$ cat config.mk
export PLATFORM = sky130hd
export DESIGN_NAME = strfill_seq
export DESIGN_NICKNAME = d
export VERILOG_FILES = /design/src/rtl/strfill_pkg.sv /design/src/rtl/strfill_decode.sv /design/src/rtl/strfill_cursor.sv /design/src/rtl/strfill_pack.sv /design/src/rtl/strfill_seq.sv
export SDC_FILE = /design/constraint.sdc
export NUM_CORES = 1
export LEC_CHECK = 0
export ABC_AREA = 1
export ABC_CLOCK_PERIOD_IN_PS = 1400
export CORE_ASPECT_RATIO = 1.5
export CORE_MARGIN = 2
export CORE_UTILIZATION = 44
export DETAILED_ROUTE_END_ITERATION = 10
export GPL_TIMING_DRIVEN = 0
export PLACE_DENSITY = 0.83
export SYNTH_ARGS = -nofsm -noshare
export SYNTH_HDL_FRONTEND = slang
export SYNTH_SLANG_ARGS = --single-unit
export TNS_END_PERCENT = 20
$ cat constraint.sdc
create_clock -name clk -period 1.4 [get_ports clk]
set_input_delay 0.42 -clock clk [delete_from_list [all_inputs] [get_ports clk]]
set_output_delay 0.42 -clock clk [all_outputs]
set_load 0.1 [all_outputs]
$ cat src/rtl/strfill_pkg.sv
package strfill_pkg;
  localparam logic [5:0] OP_PRIMARY = 6'd31;
  localparam logic [9:0] OP_EXT     = 10'd597;
  localparam int FIELD_W = 5;
  localparam int CNT_W   = FIELD_W + 1;
  localparam logic [CNT_W-1:0] ZERO_MEANS = CNT_W'(32);

  typedef enum logic [2:0] {
    ST_IDLE,
    ST_REQ,
    ST_RSP,
    ST_WR,
    ST_DONE
  } seq_state_t;

  function automatic logic [CNT_W-1:0] field_to_count(input logic [FIELD_W-1:0] f);
    return (f == '0) ? ZERO_MEANS : {1'b0, f};
  endfunction
endpackage

$ cat src/rtl/strfill_decode.sv
module strfill_decode
  import strfill_pkg::*;
#(
  parameter int ADDR_W = 32
) (
  input  logic [31:0]        instr,
  input  logic [ADDR_W-1:0]  base_addr,
  output logic               match,
  output logic [FIELD_W-1:0] dest,
  output logic [CNT_W-1:0]   count,
  output logic [ADDR_W-1:0]  ea_start
);
  logic [FIELD_W-1:0] base_fld;
  logic               rc_unused;

  assign match     = (instr[31:26] == OP_PRIMARY) && (instr[10:1] == OP_EXT);
  assign dest      = instr[25:21];
  assign base_fld  = instr[20:16];
  assign count     = field_to_count(instr[15:11]);
  assign ea_start  = (base_fld == '0) ? '0 : base_addr;
  assign rc_unused = instr[0];
endmodule

$ cat src/rtl/strfill_cursor.sv
module strfill_cursor
  import strfill_pkg::*;
#(
  parameter int ADDR_W = 32,
  parameter int IDX_W  = 5,
  parameter int LANES  = 4,
  localparam int LANE_W = $clog2(LANES)
) (
  input  logic              clk,
  input  logic              rst_n,
  input  logic              load,
  input  logic [ADDR_W-1:0] ea0,
  input  logic [CNT_W-1:0]  cnt0,
  input  logic [IDX_W-1:0]  idx0,
  input  logic              addr_step,
  input  logic              byte_take,
  input  logic              word_step,
  output logic [ADDR_W-1:0] ea,
  output logic [LANE_W-1:0] lane,
  output logic [IDX_W-1:0]  idx,
  output logic              group_end,
  output logic              all_taken
);
  logic [CNT_W-1:0] remain;

  always_ff @(posedge clk) begin
    if (!rst_n) begin
      ea     <= '0;
      remain <= '0;
      lane   <= '0;
      idx    <= '0;
    end else if (load) begin
      ea     <= ea0;
      remain <= cnt0;
      lane   <= '0;
      idx    <= idx0;
    end else begin
      if (addr_step) ea <= ea + 1'b1;
      if (byte_take) begin
        remain <= remain - 1'b1;
        lane   <= lane + 1'b1;
      end
      if (word_step) begin
        lane <= '0;
        idx  <= idx + 1'b1;
      end
    end
  end

  assign group_end = (lane == LANE_W'(LANES - 1)) || (remain == CNT_W'(1));
  assign all_taken = (remain == '0);
endmodule

$ cat src/rtl/strfill_pack.sv
module strfill_pack #(
  parameter int WORD_W = 32,
  localparam int LANES  = WORD_W / 8,
  localparam int LANE_W = $clog2(LANES)
) (
  input  logic              clk,
  input  logic              rst_n,
  input  logic              clr,
  input  logic              wr,
  input  logic [LANE_W-1:0] lane,
  input  logic [7:0]        din,
  output logic [WORD_W-1:0] word
);
  for (genvar g = 0; g < LANES; g++) begin : g_lane
    logic [7:0] q;
    always_ff @(posedge clk) begin
      if (!rst_n || clr)
        q <= '0;
      else if (wr && lane == LANE_W'(g))
        q <= din;
    end
    assign word[WORD_W-1-8*g -: 8] = q;
  end
endmodule

$ cat src/rtl/strfill_seq.sv
module strfill_seq
  import strfill_pkg::*;
#(
  parameter int ADDR_W = 32,
  parameter int WORD_W = 32,
  parameter int REGS   = 32,
  localparam int IDX_W  = $clog2(REGS),
  localparam int LANES  = WORD_W / 8,
  localparam int LANE_W = $clog2(LANES)
) (
  input  logic              clk,
  input  logic              rst_n,
  input  logic              start,
  input  logic [31:0]       instr,
  input  logic [ADDR_W-1:0] base_addr,
  output logic              busy,
  output logic              done,
  output logic              rd_req_valid,
  input  logic              rd_req_ready,
  output logic [ADDR_W-1:0] rd_req_addr,
  input  logic              rd_rsp_valid,
  input  logic [7:0]        rd_rsp_data,
  output logic              rf_we,
  output logic [IDX_W-1:0]  rf_idx,
  output logic [WORD_W-1:0] rf_data
);
  seq_state_t state_q, state_d;

  logic               match;
  logic [FIELD_W-1:0] dest;
  logic [CNT_W-1:0]   count;
  logic [ADDR_W-1:0]  ea_start, ea;
  logic [LANE_W-1:0]  lane;
  logic [IDX_W-1:0]   idx;
  logic               group_end, all_taken;
  logic               load, addr_step, byte_take, word_step;

  strfill_decode #(.ADDR_W(ADDR_W)) u_decode (
    .instr    (instr),
    .base_addr(base_addr),
    .match    (match),
    .dest     (dest),
    .count    (count),
    .ea_start (ea_start)
  );

  assign load      = (state_q == ST_IDLE) && start && match;
  assign addr_step = (state_q == ST_REQ) && rd_req_ready;
  assign byte_take = (state_q == ST_RSP) && rd_rsp_valid;
  assign word_step = (state_q == ST_WR);

  strfill_cursor #(.ADDR_W(ADDR_W), .IDX_W(IDX_W), .LANES(LANES)) u_cursor (
    .clk      (clk),
    .rst_n    (rst_n),
    .load     (load),
    .ea0      (ea_start),
    .cnt0     (count),
    .idx0     (IDX_W'(dest)),
    .addr_step(addr_step),
    .byte_take(byte_take),
    .word_step(word_step),
    .ea       (ea),
    .lane     (lane),
    .idx      (idx),
    .group_end(group_end),
    .all_taken(all_taken)
  );

  strfill_pack #(.WORD_W(WORD_W)) u_pack (
    .clk  (clk),
    .rst_n(rst_n),
    .clr  (load || word_step),
    .wr   (byte_take),
    .lane (lane),
    .din  (rd_rsp_data),
    .word (rf_data)
  );

  always_comb begin
    state_d = state_q;
    unique case (state_q)
      ST_IDLE: if (start) state_d = match ? ST_REQ : ST_DONE;
      ST_REQ:  if (rd_req_ready) state_d = ST_RSP;
      ST_RSP:  if (rd_rsp_valid) state_d = group_end ? ST_WR : ST_REQ;
      ST_WR:   state_d = all_taken ? ST_DONE : ST_REQ;
      ST_DONE: state_d = ST_IDLE;
      default: state_d = ST_IDLE;
    endcase
  end

  always_ff @(posedge clk) begin
    if (!rst_n) state_q <= ST_IDLE;
    else        state_q <= state_d;
  end

  assign busy         = (state_q != ST_IDLE);
  assign done         = (state_q == ST_DONE);
  assign rd_req_valid = (state_q == ST_REQ);
  assign rd_req_addr  = ea;
  assign rf_we        = word_step;
  assign rf_idx       = idx;
endmodule

Word-level counts from Yosys, hierarchy flattened
Cells that the tools add are included.
{"block": "op_classes", "n_eq_ne": 13, "add_sub_neg": 4, "n_bitwise": 1, "mux": 15, "n_reduce_logical": 24}
{"op": "32-bit 2-to-1 mux", "count": 3}
{"op": "32-bit by 1-bit adder with 32-bit output (second input constant)", "count": 1}
{"op": "6-bit 2-to-1 mux", "count": 3}
{"op": "3-bit 2-to-1 mux", "count": 5}
{"op": "3-bit case mux with 4 select lines", "count": 1}
{"op": "10-bit equality test (second input constant)", "count": 1}
{"op": "5-bit logical NOT", "count": 2}
{"op": "5-bit 2-to-1 mux", "count": 2}
{"op": "1-bit logical AND", "count": 9}
{"op": "3-bit by 2-bit equality test with 1-bit output (second input constant)", "count": 2}
{"op": "6-bit by 1-bit equality test with 1-bit output (second input constant)", "count": 1}
{"op": "6-bit by 5-bit equality test with 1-bit output (second input constant)", "count": 1}
{"op": "6-bit logical NOT", "count": 1}
{"op": "2-bit nonzero test", "count": 3}
{"op": "6-bit by 1-bit subtractor with 6-bit output (second input constant)", "count": 1}
{"op": "5-bit by 1-bit adder with 5-bit output (second input constant)", "count": 1}
{"op": "2-bit equality test (second input constant)", "count": 2}
{"op": "2-bit != test (second input constant)", "count": 2}
{"op": "3-bit by 1-bit equality test with 1-bit output (second input constant)", "count": 1}
{"op": "3-bit equality test (second input constant)", "count": 1}
{"op": "3-bit logical NOT", "count": 1}
{"op": "1-bit logical OR", "count": 3}
{"op": "3-bit AND reduction", "count": 1}
{"op": "3-bit nonzero test", "count": 1}
{"op": "8 further kinds", "count": 8}
{"block": "word_totals", "word_cells": 66, "input_bits": 77, "register_bits": 80, "output_inout_bits": 73}

Longest topological paths before layout
Gate-level depths: netlist (run 1).
{"block": "logic_depth", "ltp_word": 5, "ltp_mapped": 11}

Cells and area by module
Synthesis (run 1) repeated with hierarchy kept, for this count alone.
{"block": "hier_totals", "hier_cells": 800, "area_unflattened_um2": 4932.2}
{"mod": "strfill_cursor", "cells_per_inst": 440, "instances": 1, "seq_area_each_um2": 900.9, "area_each_um2": 2845.2}
{"mod": "strfill_pack", "cells_per_inst": 209, "instances": 1, "seq_area_each_um2": 640.6, "area_each_um2": 1357.6}
{"mod": "strfill_decode", "cells_per_inst": 105, "instances": 1, "seq_area_each_um2": 0.0, "area_each_um2": 469.2}
{"mod": "strfill_seq", "cells_per_inst": 46, "instances": 1, "seq_area_each_um2": 60.1, "area_each_um2": 260.2}

Worst setup path before layout (run 1)
Ideal clock, no wire load.
{"block": "synth_path", "path_type": "register to output", "from": "reg state_q[1]", "to": "out done", "n_path_buf": 0, "arrival_ns": 2.400, "path_slack_ns": -1.420, "stages_incl_launch_ff": 2, "path_cell_list": "dfxtp_1 nor3_1"}
{"block": "synth_between", "elab_chain_cells": 1}
{"element": "start: declaration", "line": "strfill_seq.sv:27", "source": "seq_state_t state_q, state_d;"}
{"element": "start signal: assignment", "line": "strfill_seq.sv:93", "source": "else state_q <= state_d;"}
{"element": "3-bit equality test", "line": "strfill_seq.sv:97", "source": "assign done = (state_q == ST_DONE);"}
{"element": "end: declaration", "line": "strfill_seq.sv:17", "source": "output logic done,"}
No other way between the ends.

Worst setup path in the final report (run 1)
{"block": "layout_path", "from": "in start", "to": "reg u_cursor.ea[10]"}
{"block": "layout_between", "elab_chain_cells": 3, "elab_cells_between_ends": 4, "classes_between": "mux: 1; reduce/logical: 3"}
{"element": "start: declaration", "line": "strfill_seq.sv:13", "source": "input logic start,"}
{"element": "1-bit logical AND (*) (2 in a row)", "line": "strfill_seq.sv:47", "source": "assign load = (state_q == ST_IDLE) && start && match;"}
{"element": "32-bit 2-to-1 mux or 2-bit nonzero test (tied branches)"}
{"element": "end signal: assignment", "line": "strfill_cursor.sv:38", "source": "if (addr_step) ea <= ea + 1'b1;"}
{"element": "end: declaration", "line": "strfill_cursor.sv:18", "source": "output logic [ADDR_W-1:0] ea,"}
Mark *: on every way between the ends. The rest lies on a longest branch, timed or not.
A chain may end at the register's enable or synchronous reset.

==> results of run 1 <==
cell type report:
class	count	area (sq um)	share of cell area [%]
well taps	150	188	2.21
clock inverters	5	55.1	0.648
plain buffers	35	339	3.99
multi-input cells	633	3450	40.6
repair buffers	178	2040	24.0
inverters	123	483	5.68
flip-flops and latches	80	1700	20.0
clock buffers	11	243	2.86
layout by cell type, fill, tap and decap left out, drive strengths merged:
master,count
buf,129
inv,121
o21ai,32
and2,1
nand3b,1
a21oi,56
clkdlybuf4s50,56
nand4,30
xor2,8
nand3,128
dfxtp,80
ha,9
bufinv,1
nor3,3
nand2,247
clkinvlp,2
dlygate4sd2,8
dlymetal6s2s,2
xnor2,6
clkinv,4
nor2,112
clkdlybuf4s15,7
clkbuf,22
synth_stat cells (2+ instances only):
master	number	area, sq um
a21oi_1	56	280
buf_1	2	7.51
buf_2	17	85.1
buf_4	2	15.0
buf_6	2	22.5
clkbuf_1	12	45.0
dfxtp_1	80	1600
ha_1	9	113
inv_1	115	432
inv_2	7	26.3
nand2_1	242	908
nand2_2	3	18.8
nand2_4	2	22.5
nand3_1	126	631
nand4_1	27	169
nand4_2	2	25.0
nor2_1	97	364
nor2_2	9	56.3
nor2_4	6	67.6
nor3_2	2	20.0
o21ai_0	23	115
o21ai_1	9	45.0
xnor2_1	6	52.6
xor2_1	8	70.1
through the flow:
stage / worst slack (ps) / utilization (%)
3_3_place_gp: -1260 / 61.0
6_report: -207 / 73.3
2_1_floorplan: -377 / -
4_1_cts: -195 / 68.2
5_1_grt: -270 / 73.3
3_5_place_dp: -1270 / 61.0
cell families (layout without fill, tap and decap cells):
family	Yosys count	count (layout)	synth area share, %
buffers and inverters	158	352	12.1
and+or+nand+nor	522	522	44.6
AOI/OAI and AO/OA	88	88	8.37
xor gates and xnor gates	14	14	2.33
adders and majority gates	9	9	2.14
DFF	80	80	30.4
final timing paths:
| kind | start | endpoint | slack [ps] | cells after the start |
|---|---|---|---|---|
| max | start | u_cursor.ea[10]$_SDFFE_PN0P_ | -210 | 8 |
| min | u_pack.g_lane[0].q[2]$_SDFFE_PP0P_ | u_pack.g_lane[0].q[2]$_SDFFE_PP0P_ | 460 | 2 |
| max reg2reg | state_q[1]$_SDFFE_PN0P_ | u_cursor.ea[1]$_SDFFE_PN0P_ | -190 | 9 |
| min reg2reg | u_pack.g_lane[0].q[2]$_SDFFE_PP0P_ | u_pack.g_lane[0].q[2]$_SDFFE_PP0P_ | 460 | 2 |
critical path, cell delays in order:
cell and delay [ps]:
dlygate4sd2_1 400, inv_1 140, nor2_4 220, nand4_4 210, nand2_1 140, nand2_1 100
nor2_1 150, nor2_1 60
layer usage:
metal  up-vias  track usage [%]
met4         0             17.1
met3       135             5.43
met2       426             55.1
met1      3072             29.8
met5         -                0
li1       3149                -
repair_timing:
item	CTS	global route
pin swaps	32	31
gates cloned	3	1
buffers inserted	12	15
endpoints found under the setup margin	153	128
resized for setup	619	159
where the power goes:
group | leakage, nW | internal, mW | total [mW] | switching [mW]
clock network | 0.150 | 1.43 | 2.43 | 1.00
logic | 3.03 | 0.269 | 0.554 | 0.285
registers | 0.669 | 2.24 | 2.24 | 0.00292
flip-flops by register name (all words and copies together), names as in the netlist:
register	cells
u_pack.g_lane.q	32
u_cursor.ea	32
state_q	3
u_cursor.lane	2
u_cursor.remain	6
u_cursor.idx	5
==> impl_metrics.ini, run 1 <==
[setup_path]
timing.critical_path.required_ps = 1640
worst-setup-path-type = in2reg
cp.arrival_ps = 1840
critical_path.startpoint_type = input port
end_kind = flop
path_max_fanout = 10

[sta]
slew-limit-headroom_pct = 73.5
finalCriticalPeriod_ps = 1610
final.hold.worst_slack_ps = 464
fin_tns_setup_ps = -9370
max_freq_ghz = 0.622
worst_slack_ps = -207
hold_violations = 0
report.final.slew_viol_count = 0
rsz0062_at_grt = true
worst_clock_skew_ps = 10.2
setup_viol = 80
post-route-period-util_pct = 115
max_slew.worst_pin.slew_ps = 397

[yosys]
synth_cell_types = 31
yosys_most_used_dff = dfxtp_1
post_synth_instance_area_sq_mm = 0.00526
yosysWarnings = 0
ys_async_sr_fraction_pct = 0
synth_cells = 871
synth.yosys.seq_area_share_pct = 30.4
syn-num-nets = 957
post_synth.cell_area_avg_sq_um = 6.04
yosys_register_bits = 80
synth_enable_flop_cells = 0

[clock_tree]
clock_insertion_delay_worst_skew_ps = 350
post_cts_hold_buffer_count = 0
clock_sink_count = 80
tritoncts = done
cts-buffers-inserted = 9
clk_pin_slew_worst_paths_ps = 60
cts.path.max_buffers = 2
ctsRootBufferMaster = clkbuf_16
cts_htree_levels = 3

[final_layout]
fin_area_sq_mm = 0.00850
layoutNonFillerInstCount = 1215
n_fill_cell = 828
n_antenna_cell = 0
layout-area-overhead-vs-synth_pct = 61.5
finish.net_count = 1146
drive_above_1_share_pct = 28.5

[global_route]
grt_pass1_vias = 6404
grt_overflow_total = 0
grt_antenna_before_repair = 0
grt_start_max_net_pins = 14
grtUsageTotal_pct = 29.3
grt_first_pass_wirelength_um = 29600

[drt]
routed_via_density = 5.58
maxUsedRoutingLayer = met4
drt_first_pass_iters = 5
vias = 6782
route.final.wire_length_um = 21100
wl_met1_um = 6980
detail_route.wl_per_cell_um = 17.4
routed-wl-met2_um = 11000
initialDrtViolationCount = 529
dr_wl_met3_um = 1750
postRouteAntennaNets = 0
route.detailed.drc = 0

[flow_run]
max_cap_violations = 0

[status]
status = finished with violations
violations = setup timing

[power]
power-per-cell-area_mw_per_mm2 = 615
vdd_ir_drop_max_mv = 0.684
sum_of_internal_switching_and_leakage_power_mw = 5.23
leakagePower_nw = 3.85

[floorplan]
fp-row-count = 48
die_width_um = 93.3
die_h_um = 138
design.portCount = 150
design.core.area_sq_mm = 0.0116
floorplan.initialDensity_pct = 45.4
dieArea_sq_mm = 0.0129

[placement]
detailedPlacementHpwl_um = 13400
placed_area_sq_mm = 0.00707
dp.cells = 1169
buffer_ports.inserted = 148
routability_congestion_estimate_from_global_placement = 0.985

[min_path]
hp-class = reg2reg
Power figures use the tool's default switching activity.
==> inputs of run 2 (changes only) <==
--- a/config.mk
+++ b/config.mk
@@ -13,6 +13,8 @@
 export DETAILED_ROUTE_END_ITERATION = 10
 export GPL_TIMING_DRIVEN = 0
 export PLACE_DENSITY = 0.83
+export SKIP_CTS_REPAIR_TIMING = 1
+export SKIP_LAST_GASP = 1
 export SYNTH_ARGS = -nofsm -noshare
 export SYNTH_HDL_FRONTEND = slang
 export SYNTH_SLANG_ARGS = --single-unit
==> impl_metrics.ini, run 2 (same netlist as run 1, synthesis figures left out) <==
[min_path]
hold_start = u_pack.g_lane[2].q[4]$_SDFFE_PP0P_
holdPathStages = 2
whs_endpoint = u_pack.g_lane[2].q[4]$_SDFFE_PP0P_
hp-class = reg2reg

[setup_path]
critical-path-top-delay-family = buffers and inverters
timing.critical_path.required_ps = 980
worst-setup-path-type = reg2out
critPathBufInv = 3
end_kind = output port
critical_path.startpoint_type = flop
cpPeakStageDelay_ps = 320
path_max_fanout = 5
regToRegSetupSlack_ps = -170
rr_startpoint = state_q[1]$_SDFFE_PN0P_
critical-path-slowest-cell = dfxtp_2
rr_endpoint = u_cursor.ea[27]$_SDFFE_PN0P_
worstSetupStartpoint = state_q[2]$_SDFFE_PN0P_
reg2regPathDepth = 11
cp_cell_sequence = inv_4, nand3_4, clkinvlp_4, buf_12
cp.arrival_ps = 1200

[drt]
postRouteAntennaNets = 0
detail_route.wl_per_cell_um = 15.7
drt_first_pass_iters = 5
route.final.wire_length_um = 18800
routed_via_density = 5.28
initialDrtViolationCount = 302
vias = 6325
route.detailed.drc = 0

[sta]
max_freq_ghz = 0.618
slew-limit-headroom_pct = 55.5
report.final.slew_viol_count = 0
hold_violations = 0
worst_clock_skew_ps = 9.64
post-route-period-util_pct = 116
worst_slack_ps = -219
max_slew.worst_pin.slew_ps = 667
finalCriticalPeriod_ps = 1620
final.hold.worst_slack_ps = 462
setup_viol = 128
rsz0062_at_grt = true

[clock_tree]
cts.path.max_buffers = 2
cts_htree_levels = 3
ctsRootBufferMaster = clkbuf_16
cts-buffers-inserted = 9
clk_pin_slew_worst_paths_ps = 60
clock_sink_count = 80
clock_insertion_delay_worst_skew_ps = 350
tritoncts = done

[floorplan]
floorplan.initialDensity_pct = 45.4
fp-row-count = 48
dieArea_sq_mm = 0.0129
die_width_um = 93.3
design.portCount = 150
die_h_um = 138
design.core.area_sq_mm = 0.0116

[power]
vdd_ir_drop_max_mv = 0.633
leakagePower_nw = 3.65
comb_power_share_pct = 10.1
p_int_mw = 3.93
power-per-cell-area_mw_per_mm2 = 664
power.switching_mw = 1.24
power.share.switching_pct = 24.0
pwr-share-clk_pct = 46.4
share_seq_of_total_power_pct = 43.5

[final_layout]
final_common_cell = nand2_1
most_used_cells_in_the_layout_excluding_fill_and_tap_cells = nand2_1, nand3_1, inv_1, nor2_1, clkdlybuf4s50_1
layout-area-overhead-vs-synth_pct = 47.9
reg.largest.list = u_cursor.ea (32), u_pack.g_lane.q (32), u_cursor.remain (6)
layout.core_utilization_pct = 67.2
n_antenna_cell = 0
finish.net_count = 1129
drive_above_1_share_pct = 23.3

[global_route]
grt_first_pass_wirelength_um = 28200
grt_start_max_net_pins = 14
grt_overflow_total = 0
grtUsageTotal_pct = 27.8
grt_pass1_vias = 6049
grt_antenna_before_repair = 0

[status]
status = finished with violations
violations = setup timing

[placement]
detailedPlacementHpwl_um = 13400
routability_congestion_estimate_from_global_placement = 0.985
buffer_ports.inserted = 148

[flow_run]
max_cap_violations = 0
## run 2: worst min-delay path, delay by kind of cell (launching register included)
family / cells / cell delay (ps)
DFF: 1 / 310
and+or+nand+nor: 1 / 60
AOI/OAI and AO/OA: 1 / 50
## run 2: cell type report
class                   instances  area, sq um
multi-input cells             634         3270
fillers                      1016         3810
well taps                     150          188
flip-flops and latches         80         1690
clock buffers                  11          243
clock inverters                 5         55.1
repair buffers                160         1600
plain buffers                  35          256
inverters                     123          478
## run 2: layer usage
layer | track usage [%] | share of wire [%] | vias up
met3 | 3.91 | 7.7 | 57
met1 | 29.1 | 35 | 2870
met5 | 0 | 0 | -
met2 | 53.5 | 53 | 287
li1 | - | - | 3111
met4 | 13.2 | 4.3 | 0
## run 2: power groups by stage
stage,clock (mW),sequential (mW),combinational (mW)
global route,2.51,2.25,0.558
CTS,2.40,2.25,0.463
detailed placement,0,2.30,0.461
finish,2.40,2.25,0.524
global placement,0,2.30,0.458
floorplan,0,2.30,0.167
## run 2: per-stage QoR
| step | setup WS (ps) | total power, mW | TNS (ps) | std cells | cell area, sq um |
|---|---|---|---|---|---|
| after CTS | -1650 | 5.12 | -97300 | 1185 | 7370 |
| after detailed placement | -1270 | 2.77 | -98540 | 1169 | 7070 |
| after global routing | -298 | 5.32 | -27670 | 1198 | 7780 |
| after floorplan | -377 | 2.47 | -21710 | 871 | 5400 |
| after global placement | -1260 | 2.76 | -95440 | 1169 | 7070 |
| final | -219 | 5.17 | -19740 | 1198 | 7780 |
## run 2: worst max path at each step
stage | end | cells past startpoint
5_1_grt | u_cursor.remain[5]$_SDFFE_PN0P_ | 5
3_3_place_gp | rf_we | 3
2_1_floorplan | u_cursor.ea[25]$_SDFFE_PN0P_ | 11
6_report | rf_we | 4
4_1_cts | rf_we | 3
3_5_place_dp | rf_we | 3
